[config.mk]
export PLATFORM = sky130hd
export DESIGN_NAME = pdc_top
export DESIGN_NICKNAME = d
export VERILOG_FILES = /design/src/rtl/pdc_pkg.sv /design/src/rtl/pdc_align.sv /design/src/rtl/pdc_combine.sv /design/src/rtl/pdc_channel.sv /design/src/rtl/pdc_top.sv
export SDC_FILE = /design/constraint.sdc
export NUM_CORES = 1
export LEC_CHECK = 0
export BUFFER_PORTS_ARGS = -buffer_cell sky130_fd_sc_hd__clkbuf_2
export CAP_MARGIN = 40
export CORE_UTILIZATION = 50
export DETAILED_ROUTE_END_ITERATION = 16
export PLACE_DENSITY = 0.72
export RECOVER_POWER = 25
export SYNTH_ARGS = -nofsm -noshare
export SYNTH_HDL_FRONTEND = slang
export SYNTH_SLANG_ARGS = --single-unit
[constraint.sdc]
create_clock -name clk_i -period 3.3 [get_ports clk_i]
set_input_delay 0.825 -clock clk_i [delete_from_list [all_inputs] [get_ports clk_i]]
set_output_delay 0.825 -clock clk_i [all_outputs]
set_load 0.005 [all_outputs]
[src/rtl/pdc_pkg.sv]
package pdc_pkg;
  typedef logic [1:0] code_t;
  localparam code_t CODE_BAD = 2'd3;
endpackage

[src/rtl/pdc_align.sv]
module pdc_align
  import pdc_pkg::*;
#(
  parameter int N_RED = 8
) (
  input  logic               clk_i,
  input  logic               rst_ni,
  input  logic [2*N_RED-1:0] stg_i,
  output logic [2*N_RED-1:0] al_o
);
  // stage k is late by k/2 cycles; pad so all stages meet the flash code
  for (genvar k = 0; k < N_RED; k++) begin : g_stg
    localparam int DEP = N_RED/2 - k/2;
    if (DEP == 0) begin : g_thru
      assign al_o[2*k +: 2] = stg_i[2*k +: 2];
    end else begin : g_dly
      code_t sh_q [DEP];
      always_ff @(posedge clk_i or negedge rst_ni) begin
        if (!rst_ni) begin
          for (int j = 0; j < DEP; j++) sh_q[j] <= '0;
        end else begin
          sh_q[0] <= stg_i[2*k +: 2];
          for (int j = 1; j < DEP; j++) sh_q[j] <= sh_q[j-1];
        end
      end
      assign al_o[2*k +: 2] = sh_q[DEP-1];
    end
  end
endmodule

[src/rtl/pdc_combine.sv]
module pdc_combine
  import pdc_pkg::*;
#(
  parameter int N_RED = 8
) (
  input  logic [2*N_RED-1:0] al_i,
  input  logic [1:0]         fin_i,
  output logic [N_RED+1:0]   sum_o,
  output logic               bad_o
);
  localparam int W  = N_RED + 2;
  localparam int AW = W + 2;
  localparam logic [AW-1:0] TOP = AW'((1 << W) - 1);

  logic [AW-1:0] acc;

  always_comb begin
    acc   = AW'(fin_i);
    bad_o = 1'b0;
    for (int k = 0; k < N_RED; k++) begin
      acc   = acc + (AW'(al_i[2*k +: 2]) << (N_RED - k));
      bad_o = bad_o | (al_i[2*k +: 2] == CODE_BAD);
    end
    sum_o = (acc > TOP) ? '1 : acc[W-1:0];
  end
endmodule

[src/rtl/pdc_channel.sv]
module pdc_channel #(
  parameter int N_RED = 8
) (
  input  logic               clk_i,
  input  logic               rst_ni,
  input  logic               live_i,
  input  logic [2*N_RED-1:0] stg_i,
  input  logic [1:0]         fin_i,
  output logic [N_RED+1:0]   dat_o,
  output logic               err_o
);
  localparam int W = N_RED + 2;
  localparam logic [W-1:0] MID = W'(1 << (W - 1));

  logic [2*N_RED-1:0] al;
  logic [W-1:0]       sum;
  logic               bad;

  pdc_align #(.N_RED(N_RED)) u_align (
    .clk_i (clk_i),
    .rst_ni(rst_ni),
    .stg_i (stg_i),
    .al_o  (al)
  );

  pdc_combine #(.N_RED(N_RED)) u_comb (
    .al_i (al),
    .fin_i(fin_i),
    .sum_o(sum),
    .bad_o(bad)
  );

  always_ff @(posedge clk_i or negedge rst_ni) begin
    if (!rst_ni) begin
      dat_o <= MID;
      err_o <= 1'b0;
    end else if (live_i) begin
      dat_o <= sum;
      err_o <= bad;
    end
  end
endmodule

[src/rtl/pdc_top.sv]
module pdc_top #(
  parameter int N_RED = 8
) (
  input  logic               clk_i,
  input  logic               rst_ni,
  input  logic [2*N_RED-1:0] a_stg_i,
  input  logic [1:0]         a_fin_i,
  input  logic [2*N_RED-1:0] b_stg_i,
  input  logic [1:0]         b_fin_i,
  output logic [N_RED+1:0]   a_dat_o,
  output logic               a_err_o,
  output logic [N_RED+1:0]   b_dat_o,
  output logic               b_err_o
);
  localparam int LAT = N_RED/2 + 1;
  localparam int CW  = $clog2(LAT + 1);

  // warm-up: hold mid-scale until the first fully aligned sample
  logic [CW-1:0] fill_q;
  logic          live;

  assign live = (fill_q == CW'(LAT - 1));

  always_ff @(posedge clk_i or negedge rst_ni) begin
    if (!rst_ni)   fill_q <= '0;
    else if (!live) fill_q <= fill_q + 1'b1;
  end

  pdc_channel #(.N_RED(N_RED)) u_ch_a (
    .clk_i (clk_i),
    .rst_ni(rst_ni),
    .live_i(live),
    .stg_i (a_stg_i),
    .fin_i (a_fin_i),
    .dat_o (a_dat_o),
    .err_o (a_err_o)
  );

  pdc_channel #(.N_RED(N_RED)) u_ch_b (
    .clk_i (clk_i),
    .rst_ni(rst_ni),
    .live_i(live),
    .stg_i (b_stg_i),
    .fin_i (b_fin_i),
    .dat_o (b_dat_o),
    .err_o (b_err_o)
  );
endmodule

; After elaboration in Yosys (flattened, before gate mapping)
; Cells that the tools add are included.
; Widths: inputs -> output; s select.
[totals]
regBits = 105
latch_bits = 0
ramBits = 0
mem_bits_ro = 0
in_bits = 38
output_inout_bits = 22
wordCells = 97
n_memories = 0
[classes]
add_sub_neg = 17
mul = 0
div_mod_pow = 0
magnitude_cmp = 2
eq_ne = 17
shifts = 0
muxes = 2
n_bitwise = 14
reduce_logical = 0
[ops]
columns = operator, count
row1 = $eq 2x2->1 const B, 16
row2 = $add 11x9->12, 2
row3 = $add 12x3->12, 2
row4 = $add 12x4->12, 2
row5 = $add 12x5->12, 2
row6 = $add 12x6->12, 2
row7 = $add 12x7->12, 2
row8 = $add 12x8->12, 2
row9 = $gt 12x10->1 const B, 2
row10 = $add 2x10->11, 2
row11 = $mux 10, 2
row12 = $or 1x1->1, 14
row13 = $add 3x1->3 const B, 1
row14 = $eq 3x3->1 const B, 1

; Logic depth before layout (Yosys ltp)
; Gate-level depths: netlist (run 1).
[logic_depth]
ltp_word = 10
depth_mapped = 8
mapped_depth_nobuf = 8

; By module
; Synthesis (run 1) repeated with hierarchy kept, for this count alone.
[hier_totals]
hier_cells = 285
hier_area_um2 = 4154.0
[modules_own_cells]
columns = mod, instances, cells_per_inst, area_per_inst_um2, seq_area_each_um2
row1 = pdc_align, 2, 52, 1091.0, 1001.0
row2 = pdc_channel, 2, 23, 449.2, 276.5
row3 = pdc_combine (u_ch_b.u_comb), 1, 62, 465.4, 0.0
row4 = pdc_combine (u_ch_a.u_comb), 1, 59, 451.7, 0.0
row5 = pdc_top, 1, 14, 156.4, 75.1

; Worst setup path after synthesis (run 1)
; OpenSTA, ideal clock, no wires.
[synth_timing]
kind = in2reg
from = in b_fin_i[1]
to = reg u_ch_b.dat_o[9]
setup_time_ps = 79
arrival_time_ps = 2189
t_required_ps = 3221
path_slack_ps = 1032
cell_stages = 8
path_buffers = 0
path_cell_list = ha_1 -> inv_1 -> fa_1 -> nor2b_1 -> o31a_1 -> a221o_1 -> o2111a_1 -> o21ai_0
[synth_via]
elab_chain_len = 10
[synth_lines]
columns = element, line_no
row1 = start: declaration, pdc_top.sv:9  ; input logic [1:0] b_fin_i,
row2 = $add 2x10->11 (*), pdc_combine.sv:21  ; acc = acc + (AW'(al_i[2*k +: 2]) << (N_RED - k));
row3 = $add 11x9->12 (*), pdc_combine.sv:21
row4 = $add 12x8->12 (*), pdc_combine.sv:21
row5 = $add 12x7->12 (*), pdc_combine.sv:21
row6 = $add 12x6->12 (*), pdc_combine.sv:21
row7 = $add 12x5->12 (*), pdc_combine.sv:21
row8 = $add 12x4->12 (*), pdc_combine.sv:21
row9 = $add 12x3->12 (*), pdc_combine.sv:21
row10 = $gt 12x10->1, pdc_combine.sv:24  ; sum_o = (acc > TOP) ? '1 : acc[W-1:0];
row11 = $mux 10 (*), pdc_combine.sv:24
row12 = end signal: assignment, pdc_channel.sv:38  ; dat_o <= sum;
row13 = end: declaration, pdc_channel.sv:9  ; output logic [N_RED+1:0] dat_o,
; Every way passes the cells marked *; elsewhere a longest branch is shown, timed or not.
; A chain may end at the register's enable or synchronous reset.

; Worst setup path after layout (run 1)
[layout_timing]
from = in a_fin_i[1]
to = reg u_ch_a.dat_o[9]
[layout_via]
elab_chain_len = 10
[layout_lines]
columns = element, line_no
row1 = start: declaration, pdc_top.sv:7  ; input logic [1:0] a_fin_i,
row2 = $add 2x10->11 (*), pdc_combine.sv:21
row3 = $add 11x9->12 (*), pdc_combine.sv:21
row4 = $add 12x8->12 (*), pdc_combine.sv:21
row5 = $add 12x7->12 (*), pdc_combine.sv:21
row6 = $add 12x6->12 (*), pdc_combine.sv:21
row7 = $add 12x5->12 (*), pdc_combine.sv:21
row8 = $add 12x4->12 (*), pdc_combine.sv:21
row9 = $add 12x3->12 (*), pdc_combine.sv:21
row10 = $gt 12x10->1, pdc_combine.sv:24
row11 = $mux 10 (*), pdc_combine.sv:24
row12 = end signal: assignment, pdc_channel.sv:38
row13 = end: declaration, pdc_channel.sv:9
; Marked as above.

==> results of run 1 <==
metrics by stage:
step | instance area (um2) | util (%) | hold slack, ns | setup slack, ns | cells
floorplan | 3840 | - | 0.331 | 1.03 | 284
finish | 4470 | 61.0 | 0.343 | 1.17 | 452
global route | 4470 | 61.0 | 0.364 | 1.02 | 452
CTS | 4470 | 61.0 | 0.344 | 1.18 | 452
global placement | 4250 | 58.0 | 0.332 | 0.850 | 436
detailed placement | 4250 | 58.0 | 0.335 | 0.798 | 436
layer usage:
metal	vias up	routed length, um	GRT usage [%]
li1	1121	-	-
met1	1052	3140	26.2
met2	66	2750	25.1
met3	4	306	4.20
met4	0	50	6.78
met5	-	0	0
worst register-to-register path: cells and delay by family, from the launching register on:
family / cells / cell delay [ns]
flip-flops: 1 / 0.42
AO/OA/AOI/OAI: 3 / 0.64
AND/OR/NAND/NOR: 2 / 0.53
adder cells (fa/ha/maj): 1 / 0.38
final cells by class:
cell class,count,share of cell area (%)
clock inverters,7,2.24
flip-flops and latches,105,58.8
repair buffers,61,7.27
clock buffers,9,2.77
multi-input cells,160,25.3
well taps,99,2.77
inverters,11,0.923
state kept, by name (all words and copies together), names as in the netlist:
name / flops
fill_q: 3
u_ch_a.dat_o: 10
u_ch_a.err_o: 1
u_ch_a.u_align.al_o: 12
u_ch_a.u_align.g_stg.g_dly.sh_q: 28
u_ch_b.dat_o: 10
u_ch_b.err_o: 1
u_ch_b.u_align.al_o: 12
u_ch_b.u_align.g_stg.g_dly.sh_q: 28
logic make-up after synthesis:
| logic type | share of synthesized area, % |
|---|---|
| xor+xnor | 2.05 |
| fa+ha+maj | 6.91 |
| buf+inv | 2.05 |
| compound gates | 13.3 |
| simple gates | 7.14 |
| flops | 68.5 |
report_power, final:
| part | switching (mW) | leakage (nW) | internal (mW) |
|---|---|---|---|
| clock network | 0.458 | 0.111 | 0.374 |
| registers | 0.0454 | 1.21 | 1.38 |
| logic | 0.149 | 0.792 | 0.134 |
placed cells by master, fill, tap and decap left out, types with 3 or more instances in the layout:
cell type	n
a31oi_1	14
xor2_1	6
and2_1	3
xnor2_1	3
nor2b_1	6
a22o_1	4
o21a_1	4
ha_1	18
a221oi_1	5
nand2_1	7
a21o_1	8
clkbuf_2	58
and3_1	3
nor2_1	36
dfrtp_1	103
clkbuf_8	9
inv_1	11
o21ai_0	6
a21oi_1	13
worst min path at each step:
stage,start,end,slack (ns),depth (start not counted)
floorplan,u_ch_a.u_align.g_stg[0].g_dly.sh_q[2],u_ch_a.u_align.al_o[0],0.33,0
detailed placement,u_ch_a.u_align.g_stg[0].g_dly.sh_q[2],u_ch_a.u_align.al_o[0],0.33,0
global route,u_ch_a.u_align.g_stg[5].g_dly.sh_q[2],u_ch_a.u_align.al_o[10],0.36,0
finish,u_ch_a.u_align.g_stg[3].g_dly.sh_q[2],u_ch_a.u_align.al_o[6],0.34,0
CTS,u_ch_a.u_align.g_stg[3].g_dly.sh_q[2],u_ch_a.u_align.al_o[6],0.34,0
global placement,u_ch_b.u_align.g_stg[1].g_dly.sh_q[5],u_ch_b.u_align.g_stg[1].g_dly.sh_q[3],0.33,0
==> impl_metrics.toml, run 1 <==
[yosys]
synth_edf_count = 0
syn_nets = 342
netlist_area_um2 = 3840
synthFlopType = "dfrtp_1"
syn_area_per_cell_um2 = 13.5
ys_top_cells_by_area = "dfrtp_1, ha_1, nor2_1, a31oi_1, a21oi_1"
synth_seq_area_share_pct = 68.5
netlist.area_leader.share_pct = 67.1
yosysTopAreaCell = "dfrtp_1"
yosysMostFrequentCell = "dfrtp_1"
synth_top_cells_by_count = "dfrtp_1, nor2_1, ha_1, a31oi_1, a21oi_1"
synth_cell_type_count = 39
synth-seq-cells = 105
yosysWarningCount = 0
postSynthCellCount = 284
async_flop_share_pct = 100

[timing]
slew_viol_final = 0
period_needed_ns = 2.13
rsz0062_at_grt = "false"
max_slew_margin_pct = 47.9
setup_tns_ns = 0
tightestPinTransition_ns = 0.782
finalHoldViolCount = 0
fmax_mhz = 469
clock-skew-final_ns = 0.0128
fin_crit_sh_pct = 64.6
finalSetupViolCount = 0

[critical_path]
path_cells = "clkbuf_2 -> ha_1 -> inv_1 -> fa_1 -> nor2b_1 -> o31a_1 -> a221oi_1 -> a2111oi_2 -> o21ai_1"
crit_fanout = 3
crit_required_ns = 3.59
crit_end = "u_ch_a.dat_o[9]"
rr_worst_depth = 6
reg2reg_setup_slack_ns = 1.19
cpLargestDelayFamily = "compound AO/OA/AOI/OAI gates"
crit_slowest_cell = "fa_1"
max_stage_delay_ns = 0.40
cp_num_cells = 9
cp.arrival_ns = 2.42
critPathKind = "input pin to register"
crit_path_end_kind = "register"
cp-startpoint = "a_fin_i[1]"
crit_buf_inv = 2
r2r_start = "u_ch_a.u_align.al_o[8]"
crit-reg2reg-capture = "u_ch_a.dat_o[4]"
worstSetupStartpointType = "input pin"

[power]
leakage_nw = 2.11
powerDensity_nw_per_um2 = 568
power_mw = 2.54
ir_drop_mv = 0.312

[cells_and_area]
syn_to_final_growth_pct = 16.6
final_nets = 406
drive_gt1_share_pct = 24.4
multi_input_area_um2 = 1130
fillers = 584
diodes = 0
regArea_um2 = 2630

[run_status]
outcome = "finished clean"

[clock_tree]
clock_latency_ns = 0.35
clk_pin_slew_ns = 0.11
clock-sinks = 105
postCtsSetupRepairBufs = 0
cts_root_buf = "clkbuf_8"
cts-resized-gates = 0
clock_path_buffers = 2
cts_hold_buffers = 0
cts.htree.levels = 3
cts_inserted_buffers = 9
cts_tree = "yes"

[floorplan]
core-area_um2 = 7330
ios = 60
dieArea_um2 = 8030
initial_core_util_pct = 52.4
die_height_um = 89.6
row_count = 31
fp.dieW_um = 89.6

[global_route]
antenna_found_initial = 0
grt_pass1_wl_mm = 10.3
overflow = 0
grtUsageTotal_pct = 17.6
grt_pass1_vias = 2167
grt_max_degree = 64

[route]
wl_per_cell_um = 13.8
drt_iter0_drc = 101
post_drt_via_cell_ratio = 4.96
dr.pass1.iters = 4
final_antenna_net_count = 0
drc = 0
drt_wl_total_mm = 6.25
num_vias = 2243

[placed_design]
hpwlAfterDp_mm = 4.53
place.gp.congestion = 0.793
port_buffers = 59

[flow_run]
cap_violations = 0

[hold_path]
hold_path_class = "register to register"
Power figures use the tool's default switching activity.
==> inputs of run 2 (changes only) <==
--- a/config.mk
+++ b/config.mk
@@ -5,11 +5,12 @@
 export SDC_FILE = /design/constraint.sdc
 export NUM_CORES = 1
 export LEC_CHECK = 0
+export ABC_AREA = 1
 export BUFFER_PORTS_ARGS = -buffer_cell sky130_fd_sc_hd__clkbuf_2
 export CAP_MARGIN = 40
 export CORE_UTILIZATION = 50
 export DETAILED_ROUTE_END_ITERATION = 16
-export PLACE_DENSITY = 0.72
+export PLACE_DENSITY = 0.71
 export RECOVER_POWER = 25
 export SYNTH_ARGS = -nofsm -noshare
 export SYNTH_HDL_FRONTEND = slang
==> constraint.sdc (replaced) <==
create_clock -name clk_i -period 2.1 [get_ports clk_i]
set_input_delay 0.525 -clock clk_i [delete_from_list [all_inputs] [get_ports clk_i]]
set_output_delay 0.525 -clock clk_i [all_outputs]
set_load 0.005 [all_outputs]
==> run 2 against run 1 <==
Compared with the run above: final area increased by 6.8%; core utilization increased by 0.17 points; final cell count increased by 26%; worst setup slack got worse by 0.83 ns; sequential power rose by 57%; routed wire length grew 7.1%; count of clock-buffer cells in the layout stayed put; combinational power rose by 80%; synthesized cell count up 38%; highest routed layer unchanged.
==> impl_metrics.toml, run 2 <==
[cells_and_area]
regArea_um2 = 2630
drive_gt1_share_pct = 21.8
utilization_pct = 61.2
fillers = 663
final_common_cell = "nand2_1"
syn_to_final_growth_pct = 16.9
multi_input_area_um2 = 1220
diodes = 0
final_nets = 521
top_regs = "u_ch_a.u_align.g_stg.g_dly.sh_q (28), u_ch_b.u_align.g_stg.g_dly.sh_q (28)"
final_cell_mix = "nand2_1, dfrtp_1, clkbuf_2"

[critical_path]
critPathKind = "register to register"
cp-startpoint = "u_ch_a.u_align.g_stg[7].g_dly.sh_q[0]"
r2r_start = "u_ch_a.u_align.g_stg[7].g_dly.sh_q[0]"
worstSetupStartpointType = "register"
cp.arrival_ns = 2.05
crit_fanout = 3
crit_required_ns = 2.39
crit_path_end_kind = "register"

[power]
power_frac_clock_pct = 33.6
powerDensity_nw_per_um2 = 866
p_seq_share_pct = 54.1
power_mw = 4.14
comb_power_share_pct = 12.3
p_switching_mw = 1.06
leakage_nw = 2.54
ir_drop_mv = 0.630
p_int_mw = 3.08
power_switching_share_pct = 25.7

[floorplan]
core-area_um2 = 7810
fp.dieW_um = 92.4
ios = 60
dieArea_um2 = 8540
row_count = 32
initial_core_util_pct = 52.3
die_height_um = 92.4

[clock_tree]
cts_root_buf = "clkbuf_8"
clock_latency_ns = 0.36
cts-resized-gates = 0
cts.htree.levels = 3
postCtsSetupRepairBufs = 0
cts_hold_buffers = 0
cts_inserted_buffers = 9
clock_path_buffers = 2
clock-sinks = 105
clk_pin_slew_ns = 0.11
cts_tree = "yes"

[yosys]
syn_area_per_cell_um2 = 10.4
netlist_area_um2 = 4090
synth_cell_type_count = 25
postSynthCellCount = 393
ys_top_cells_by_area = "dfrtp_1, nand2_1, ha_1, inv_1, nor2_1"
syn_nets = 451
async_flop_share_pct = 100
netlist.area_leader.share_pct = 63.1
synth_seq_area_share_pct = 64.4
yosysWarningCount = 0
synth_top_cells_by_count = "nand2_1, dfrtp_1, inv_1, nor2_1, ha_1"
yosysTopAreaCell = "dfrtp_1"
synthFlopType = "dfrtp_1"
synth_edf_count = 0
yosysMostFrequentCell = "nand2_1"
synth-seq-cells = 105

[route]
post_drt_via_cell_ratio = 4.63
dr.pass1.iters = 4
drt_iter0_drc = 85
drt_wl_total_mm = 6.69
wl_per_cell_um = 11.7
drc = 0
num_vias = 2637
final_antenna_net_count = 0

[timing]
finalHoldViolCount = 0
finalSetupViolCount = 0
setup_tns_ns = 0
slew_viol_final = 0
fmax_mhz = 566
fin_crit_sh_pct = 84.1
worst_slack_ns = 0.333
rsz0062_at_grt = "false"
tightestPinTransition_ns = 0.509
max_slew_margin_pct = 66.1
period_needed_ns = 1.77
clock-skew-final_ns = 0.0135

[placed_design]
hpwlAfterDp_mm = 4.97
place.gp.congestion = 0.849
preCtsSetupSlack_ns = 0.162
port_buffers = 59

[global_route]
antenna_found_initial = 0
overflow = 0
grt_pass1_vias = 2512
grt_pass1_wl_mm = 11.4
grtUsageTotal_pct = 17.5
grt_max_degree = 42

[run_status]
outcome = "finished clean"

[hold_path]
hold_path_class = "input pin to async pin"

[flow_run]
cap_violations = 0
run 2: metal layers:
layer,wire (um),part of all wire (%),GRT usage [%]
met1,3250,49,24.7
met2,3100,46,27.2
met3,254,3.8,2.71
met4,83,1.2,7.42
met5,0,0,0
run 2: layout make-up:
| class | instances | area share, % |
|---|---|---|
| Timing Repair Buffer | 62 | 7.23 |
| Clock buffer | 9 | 2.59 |
| Tap cell | 102 | 2.67 |
| Clock inverter | 7 | 2.30 |
| Multi-Input combinational cell | 226 | 25.5 |
| Sequential cell | 105 | 55.0 |
| Inverter | 59 | 4.63 |
run 2: worst paths after layout:
check	depth (start not counted)	end	slack [ns]
worst max register to register	13	u_ch_a.dat_o[9]	0.33
worst max-delay path	13	u_ch_a.dat_o[9]	0.33
min in group clk_i	1	u_ch_a.u_align.g_stg[6].g_dly.sh_q[1]	0.26
worst min-delay path	1	u_ch_b.dat_o[8]	0.13
max in group asynchronous	2	u_ch_a.u_align.al_o[4]	1.38
worst min register to register	0	u_ch_a.u_align.al_o[0]	0.35
run 2: power by group through the flow:
| stage | Combinational, mW | Clock, mW | Sequential, mW |
|---|---|---|---|
| 6_report | 0.509 | 1.39 | 2.24 |
| 5_1_grt | 0.588 | 1.52 | 2.25 |
| 4_1_cts | 0.515 | 1.43 | 2.24 |
| 3_5_place_dp | 0.513 | 0 | 2.28 |
| 3_3_place_gp | 0.498 | 0 | 2.27 |
| 2_1_floorplan | 0.292 | 0 | 2.27 |
run 2: cells by family after synthesis:
| group | share of synthesized area, % |
|---|---|
| XOR/XNOR | 1.29 |
| buffers and inverters | 5.79 |
| flip-flops | 64.4 |
| adder cells (fa/ha/maj) | 6.49 |
| AND/OR/NAND/NOR | 18.0 |
| AO/OA/AOI/OAI | 4.10 |
run 2: through the flow:
step                instances  hold WS (ns)  cell area, um2
floorplan                 393         0.229            4090
global placement          554         0.333            4540
detailed placement        554         0.335            4540
CTS                       570         0.134            4780
global route              570         0.142            4780
finish                    570         0.130            4780
run 2: worst max-delay path, cell delays in order, from the launching register on:
cell and delay (ns):
dfrtp_1 0.42, ha_1 0.18, inv_1 0.05, fa_1 0.38
inv_1 0.10, nand3_1 0.07, nand2_1 0.11, nand2_1 0.07
nand2_1 0.06, nand2_1 0.04, nand2_1 0.05, nand2_1 0.05
nand2_1 0.06, nand2_1 0.05
